### src/rtl/scs_pkg.sv
package scs_pkg;
  typedef enum logic [2:0] {
    ST_WAIT  = 3'd0,
    ST_ALERT = 3'd1,
    ST_RX    = 3'd2,
    ST_TX    = 3'd3,
    ST_PD    = 3'd4
  } op_state_t;

  localparam int NSYN   = 2;
  localparam int SYN_RX = 0;
  localparam int SYN_TX = 1;
  localparam int SYN_IW = (NSYN > 1) ? $clog2(NSYN) : 1;
endpackage

### src/rtl/scs_mode_fsm.sv
module scs_mode_fsm
  import scs_pkg::*;
(
  input  logic            clk,
  input  logic            rst_n,
  input  logic            en_i,
  input  logic            txnrx_i,
  input  logic            tdd_i,
  input  logic            wake_i,
  input  logic            sleep_i,
  input  logic            pd_i,
  output op_state_t       state_o,
  output logic [NSYN-1:0] trig_o,
  output logic [NSYN-1:0] pwr_o
);
  op_state_t st_q, st_n;
  logic      sel_q, sel_n;
  logic      en_q;
  logic      en_rise;

  assign en_rise = en_i & ~en_q;

  always_ff @(posedge clk or negedge rst_n) begin
    if (!rst_n) begin
      st_q  <= ST_WAIT;
      sel_q <= 1'b0;
      en_q  <= 1'b0;
    end else begin
      st_q  <= st_n;
      sel_q <= sel_n;
      en_q  <= en_i;
    end
  end

  // next state, selection and calibration requests
  always_comb begin
    st_n   = st_q;
    sel_n  = sel_q;
    trig_o = '0;
    case (st_q)
      ST_WAIT: begin
        if (wake_i) begin
          st_n  = ST_ALERT;
          sel_n = txnrx_i;
          if (tdd_i) trig_o[txnrx_i] = 1'b1;
          else       trig_o = '1;
        end
      end
      ST_PD: begin
        if (wake_i) begin
          st_n  = ST_ALERT;
          sel_n = txnrx_i;
          trig_o[txnrx_i] = 1'b1;
        end
      end
      ST_ALERT: begin
        if (tdd_i && (txnrx_i != sel_q)) begin
          sel_n = txnrx_i;
          trig_o[txnrx_i] = 1'b1;
        end
        if (en_rise) begin
          st_n  = txnrx_i ? ST_TX : ST_RX;
          sel_n = txnrx_i;
        end else if (sleep_i) begin
          st_n = ST_WAIT;
        end else if (pd_i && tdd_i) begin
          st_n = ST_PD;
        end
      end
      ST_RX, ST_TX: begin
        if (en_rise) st_n = ST_ALERT;
      end
      default: st_n = ST_WAIT;
    endcase
  end

  // power map
  always_comb begin
    case (st_q)
      ST_WAIT, ST_PD: pwr_o = '0;
      default: begin
        if (!tdd_i)             pwr_o = '1;
        else if (st_q == ST_RX) pwr_o = NSYN'(1) << SYN_RX;
        else if (st_q == ST_TX) pwr_o = NSYN'(1) << SYN_TX;
        else if (sel_q)         pwr_o = NSYN'(1) << SYN_TX;
        else                    pwr_o = NSYN'(1) << SYN_RX;
      end
    endcase
  end

  assign state_o = st_q;
endmodule

### src/rtl/scs_trig_collect.sv
module scs_trig_collect #(
  parameter int N = 2
) (
  input  logic         clk,
  input  logic         rst_n,
  input  logic [N-1:0] set_i,
  input  logic [N-1:0] clr_i,
  output logic [N-1:0] pend_o
);
  logic [N-1:0] pend_q;

  for (genvar g = 0; g < N; g++) begin : g_pend
    // a set arriving with the grant keeps the bit, so nothing is lost
    always_ff @(posedge clk or negedge rst_n) begin
      if (!rst_n) pend_q[g] <= 1'b0;
      else        pend_q[g] <= (pend_q[g] & ~clr_i[g]) | set_i[g];
    end
  end

  assign pend_o = pend_q;
endmodule

### src/rtl/scs_cal_issue.sv
module scs_cal_issue #(
  parameter int N        = 2,
  parameter int FAST_CYC = 48,
  parameter int SLOW_CYC = 640,
  parameter int BW       = 10,
  parameter int IW       = 1
) (
  input  logic          clk,
  input  logic          rst_n,
  input  logic [N-1:0]  pend_i,
  input  logic          cp_done_i,
  input  logic          slow_i,
  input  logic          done_i,
  output logic [N-1:0]  clr_o,
  output logic          start_o,
  output logic [IW-1:0] sel_o,
  output logic [BW-1:0] budget_o,
  output logic          busy_o
);
  localparam logic [BW-1:0] FAST_V = BW'(FAST_CYC);
  localparam logic [BW-1:0] SLOW_V = BW'(SLOW_CYC);

  logic          busy_q, start_q;
  logic [IW-1:0] sel_q, pick;
  logic [BW-1:0] bud_q;
  logic          grant;

  // lowest index wins
  always_comb begin
    pick = '0;
    for (int i = N - 1; i >= 0; i--) begin
      if (pend_i[i]) pick = IW'(i);
    end
  end

  assign grant = !busy_q && cp_done_i && (|pend_i);
  assign clr_o = grant ? (N'(1) << pick) : '0;

  always_ff @(posedge clk or negedge rst_n) begin
    if (!rst_n) begin
      busy_q  <= 1'b0;
      start_q <= 1'b0;
      sel_q   <= '0;
      bud_q   <= '0;
    end else begin
      start_q <= grant;
      if (grant) begin
        busy_q <= 1'b1;
        sel_q  <= pick;
        bud_q  <= slow_i ? SLOW_V : FAST_V;
      end else if (busy_q && done_i) begin
        busy_q <= 1'b0;
      end
    end
  end

  assign start_o  = start_q;
  assign sel_o    = sel_q;
  assign budget_o = bud_q;
  assign busy_o   = busy_q;
endmodule

### src/rtl/synth_cal_seq.sv
module synth_cal_seq
  import scs_pkg::*;
#(
  parameter int FAST_CYC = 48,
  parameter int SLOW_CYC = 640,
  localparam int BW      = $clog2(SLOW_CYC + 1)
) (
  input  logic          clk,
  input  logic          rst_n,
  input  logic          en_i,
  input  logic          txnrx_i,
  input  logic          tdd_mode_i,
  input  logic          wake_i,
  input  logic          sleep_i,
  input  logic          pd_i,
  input  logic          fw_rx_i,
  input  logic          fw_tx_i,
  input  logic          cp_done_i,
  input  logic          cal_slow_i,
  input  logic          cal_done_i,
  output logic          cal_start_o,
  output logic          cal_tx_o,
  output logic [BW-1:0] cal_budget_o,
  output logic          cal_busy_o,
  output logic          pwr_rx_o,
  output logic          pwr_tx_o,
  output logic [2:0]    state_o
);
  op_state_t         st;
  logic [NSYN-1:0]   fsm_trig, pwr, req, pend, clr;
  logic [SYN_IW-1:0] sel;

  scs_mode_fsm u_fsm (
    .clk     (clk),
    .rst_n   (rst_n),
    .en_i    (en_i),
    .txnrx_i (txnrx_i),
    .tdd_i   (tdd_mode_i),
    .wake_i  (wake_i),
    .sleep_i (sleep_i),
    .pd_i    (pd_i),
    .state_o (st),
    .trig_o  (fsm_trig),
    .pwr_o   (pwr)
  );

  always_comb begin
    req = fsm_trig;
    req[SYN_RX] = req[SYN_RX] | fw_rx_i;
    req[SYN_TX] = req[SYN_TX] | fw_tx_i;
  end

  scs_trig_collect #(.N(NSYN)) u_pend (
    .clk    (clk),
    .rst_n  (rst_n),
    .set_i  (req),
    .clr_i  (clr),
    .pend_o (pend)
  );

  scs_cal_issue #(
    .N        (NSYN),
    .FAST_CYC (FAST_CYC),
    .SLOW_CYC (SLOW_CYC),
    .BW       (BW),
    .IW       (SYN_IW)
  ) u_issue (
    .clk       (clk),
    .rst_n     (rst_n),
    .pend_i    (pend),
    .cp_done_i (cp_done_i),
    .slow_i    (cal_slow_i),
    .done_i    (cal_done_i),
    .clr_o     (clr),
    .start_o   (cal_start_o),
    .sel_o     (sel),
    .budget_o  (cal_budget_o),
    .busy_o    (cal_busy_o)
  );

  assign cal_tx_o = sel[0];
  assign pwr_rx_o = pwr[SYN_RX];
  assign pwr_tx_o = pwr[SYN_TX];
  assign state_o  = st;
endmodule

### config.mk
export PLATFORM = sky130hd
export DESIGN_NAME = synth_cal_seq
export DESIGN_NICKNAME = d
export VERILOG_FILES = /design/src/rtl/scs_pkg.sv /design/src/rtl/scs_mode_fsm.sv /design/src/rtl/scs_trig_collect.sv /design/src/rtl/scs_cal_issue.sv /design/src/rtl/synth_cal_seq.sv
export SDC_FILE = /design/constraint.sdc
export NUM_CORES = 1
export LEC_CHECK = 0
export CORE_MARGIN = 2
export CORE_UTILIZATION = 30
export DETAILED_ROUTE_END_ITERATION = 10
export PLACE_DENSITY = 0.58
export SLEW_MARGIN = 5
export SYNTH_ARGS = -nofsm -noshare
export SYNTH_HDL_FRONTEND = slang
export SYNTH_SLANG_ARGS = --single-unit
export TNS_END_PERCENT = 1
### constraint.sdc
create_clock -name clk -period 2.15 [get_ports clk]
set_clock_uncertainty 0.2 [all_clocks]
set_input_delay 0.43 -clock clk [delete_from_list [all_inputs] [get_ports clk]]
set_output_delay 0.43 -clock clk [all_outputs]
set_load 0.02 [all_outputs]
==> impl_metrics.py <==
metrics = {
    "run_status": {
        "outcome": "completed",
    },
    "logic_synthesis": {
        "synth_seq_area_share_pct": 44.36,
        "yosys.area_share.simple_pct": 13.31,
        "ys.flop_type": "dfrtp_1",
        "synth.distinct_cells": 25,
        "synthCells": 75,
        "syn_area_per_cell_sq_um": 9.025,
        "synth_top_family_by_area": "compound AO/OA/AOI/OAI gates",
        "synth-compound-area-share_pct": 22.55,
        "synthAdderAreaFrac_pct": 0,
        "syn-cell-area_sq_um": 676.9,
        "ys_async_sr_fraction_pct": 100.0,
        "synthTopCellsByArea": "dfrtp_1 (44%), buf_4 (8.9%), a21oi_1 (6.7%)",
        "synth_top_area_cell": "dfrtp_1",
        "yosys_warnings": 0,
        "synthXorXnorAreaFrac_pct": 1.294,
        "synth_edf_count": 0,
        "synth_top_cell_area_share_pct": 44.36,
        "synth_mux_area_share_pct": 3.882,
        "ys_ff_latch": 12,
    },
    "timing": {
        "tightest_slew_ps": 531.5,
        "layout_min_cycle_time_ps": 2073,
        "setup_viol": 0,
        "max_freq_mhz": 482.3,
        "slew_violations": 0,
        "hold_violations": 0,
        "rsz0062_at_grt": "false",
        "timing.final.crit_share_pct": 96.44,
        "fin_tns_setup_ps": 0,
        "slew_headroom_pct": 64.46,
    },
    "floorplanning": {
        "rows": 17,
        "die_area_sq_um": 2652,
        "core_area_sq_um": 2170,
        "die_w_um": 51.50,
        "dieHeight_um": 51.50,
        "num_io_pins": 31,
        "initial_core_util_pct": 31.20,
    },
    "worst_setup_path": {
        "slowest_stage": "dfrtp_1",
        "worstPathArrival_ps": 1440,
        "cp_cell_sequence": "nand2b_4 -> o21ai_0 -> a21oi_1 -> dlygate4sd2_1",
        "required_ps": 1520,
        "crit_type": "flip-flop to primary output",
        "cp_max_fo": 6,
        "critPathMaxStageDelay_ps": 440,
        "critPathLaunchType": "flip-flop",
        "endpoint_kind": "primary output",
    },
    "clocking": {
        "numCtsBuffers": 3,
        "cts_setup_buffers": 0,
        "clkSlewWorstSetupHoldPaths_ps": 70,
        "clk_path_buf_depth": 2,
        "clockRootBuffer": "clkbuf_4",
        "cts.sinks": 12,
        "cts_resized": 5,
        "cts_htree_levels": 1,
        "cts_hold_buf": 0,
        "cts_tree": "yes",
        "clock_latency_ps": 260,
    },
    "finish": {
        "finalNetCount": 120,
        "area_delta_synth_final_pct": 45.66,
        "final_cell_area_sq_um": 985.9,
        "fin_cells": 133,
        "antennaDiodeCount": 0,
        "drive_gt1_share_pct": 16.19,
    },
    "grt": {
        "grt_max_degree": 13,
        "grt_antenna_before_repair": 0,
        "grt_pass1_wl_um": 2401,
        "track_usage_pct": 12.22,
        "grt_pass1_vias": 567,
        "grt_overflow_total": 0,
    },
    "detailed_routing": {
        "avgViaCountPerCell": 4.737,
        "drc_errors": 0,
        "dr.pass1.iters": 2,
        "ant_nets": 0,
        "vias": 630,
        "wl_um": 1471,
        "wl_per_cell_um": 11.06,
        "first_iter_violations": 2,
    },
    "power": {
        "clkPwrFrac_pct": 12.5,
        "p_sw_share_pct": 40.23,
        "p_leak_nw": 0.4476,
        "power_per_cell_area_nw_per_um2": 1073,
        "max-vdd-ir-drop_mv": 0.5286,
        "intPower_uw": 632.6,
        "power_switching_uw": 425.8,
        "seq_power_share_pct": 32.2,
        "pwr-share-comb_pct": 55.3,
    },
    "hold_path": {
        "holdCritPathClass": "flip-flop to flip-flop",
    },
    "placement": {
        "gp_congestion": 0.8380,
        "dp_hpwl_um": 1161,
        "dp_cells": 130,
        "port_buffers": 24,
        "place_area_sq_um": 962.2,
    },
    "flow_run": {
        "timing.max_cap.violations": 0,
    },
}
-- cell usage after synthesis (2+ instances only) --
master and n:
dfrtp_1 12, a21oi_1 9, buf_4 8, o21ai_0 8, inv_1 7, nor2_1 6, nand2_1 3, a31oi_1 2
a32oi_1 2, nand2b_1 2, nor2b_1 2
-- logic make-up (layout without fill, tap and decap cells) --
group | Yosys count | in the layout
AOI/OAI and AO/OA | 25 | 25
xor gates and xnor gates | 1 | 1
muxes | 2 | 2
DFF | 12 | 12
and+or+nand+nor | 17 | 17
buffers and inverters | 17 | 42
other | 1 | 6
-- final timing paths --
| check | from | endpoint | slack [ps] | cells past startpoint |
|---|---|---|---|---|
| worst min register to register | u_pend.pend_o[0] | u_issue.sel_o | 280 | 1 |
| max in group asynchronous | rst_n | u_fsm.state_o[0] | 1050 | 1 |
| min in group asynchronous | rst_n | u_issue.busy_o | 310 | 1 |
| worst max register to register | u_fsm.state_o[0] | u_fsm.sel_q | 560 | 4 |
| worst max-delay path | u_fsm.state_o[2] | pwr_rx_o | 80 | 4 |
| worst min-delay path | u_pend.pend_o[0] | u_issue.sel_o | 280 | 1 |
-- sequential cells by signal, summed over array words and instances, names as in the netlist --
register / count
u_fsm.state_o: 3
u_issue.budget_o: 2
u_pend.pend_o: 2
u_fsm.en_q: 1
u_fsm.sel_q: 1
u_issue.busy_o: 1
u_issue.sel_o: 1
u_issue.start_o: 1
-- through the flow --
stage          total power, mW  setup slack, ps  utilization (%)  hold slack, ps
2_1_floorplan           0.7001            311.2                -          -65.59
3_3_place_gp            0.9425           -293.0            44.35           265.6
3_5_place_dp            0.9522           -338.5            44.35           279.3
4_1_cts                  1.073            42.88            45.33           288.3
5_1_grt                  1.139            16.83            45.44           316.1
6_report                 1.058            76.62            45.44           281.3
-- routing by layer --
metal  vias up  GRT usage [%]  share of wire [%]
met4         0          5.263               0.41
li1        308              -                  -
met5         -              0                  0
met1       295          14.52                 45
met2        25          19.44                 46
met3         2          4.885                9.0
-- power by group through the flow --
| stage | clock [mW] | sequential [mW] | combinational, mW |
|---|---|---|---|
| 2_1_floorplan | 0 | 0.389 | 0.311 |
| 3_3_place_gp | 0 | 0.341 | 0.602 |
| 3_5_place_dp | 0 | 0.344 | 0.608 |
| 4_1_cts | 0.137 | 0.343 | 0.593 |
| 5_1_grt | 0.155 | 0.349 | 0.635 |
| 6_report | 0.133 | 0.340 | 0.585 |
-- worst max-delay path, delay by kind of cell (launching register included) --
| kind | cells | cell delay (ps) |
|---|---|---|
| buf+inv | 1 | 320 |
| compound gates | 2 | 240 |
| flops | 1 | 440 |
| simple gates | 1 | 190 |
-- placed cells by master, fill, tap and decap left out, drive strengths merged --
| cell | Yosys | routed |
|---|---|---|
| dfrtp | 12 | 12 |
| buf | 9 | 8 |
| a21boi | 1 | 1 |
| clkbuf | 1 | 3 |
| dlymetal6s2s | 0 | 1 |
| a31oi | 2 | 2 |
| dlygate4sd2 | 0 | 2 |
| o21ai | 8 | 8 |
| nand2b | 3 | 3 |
| mux2 | 2 | 2 |
| and3 | 1 | 1 |
| nand2 | 3 | 3 |
| xor2 | 1 | 1 |
| o32a | 1 | 1 |
| a31o | 1 | 1 |
| o311a | 1 | 1 |
| nand3 | 1 | 1 |
| nor2 | 6 | 6 |
| clkdlybuf4s15 | 0 | 1 |
| nor4 | 1 | 1 |
| a21oi | 9 | 9 |
| a32oi | 2 | 2 |
| conb | 1 | 6 |
| clkdlybuf4s50 | 0 | 20 |
| nor2b | 2 | 2 |
| inv | 7 | 7 |
-- area by class of cell --
type	count	area [sq um]
clock buffer	3	22.52
fill	231	1184
inverter	7	26.28
multi-input combinational	51	300.3
sequential	12	301.5
tap	28	35.03
timing repair buffer	32	300.3
No activity file was read; power rests on OpenSTA's default activity.
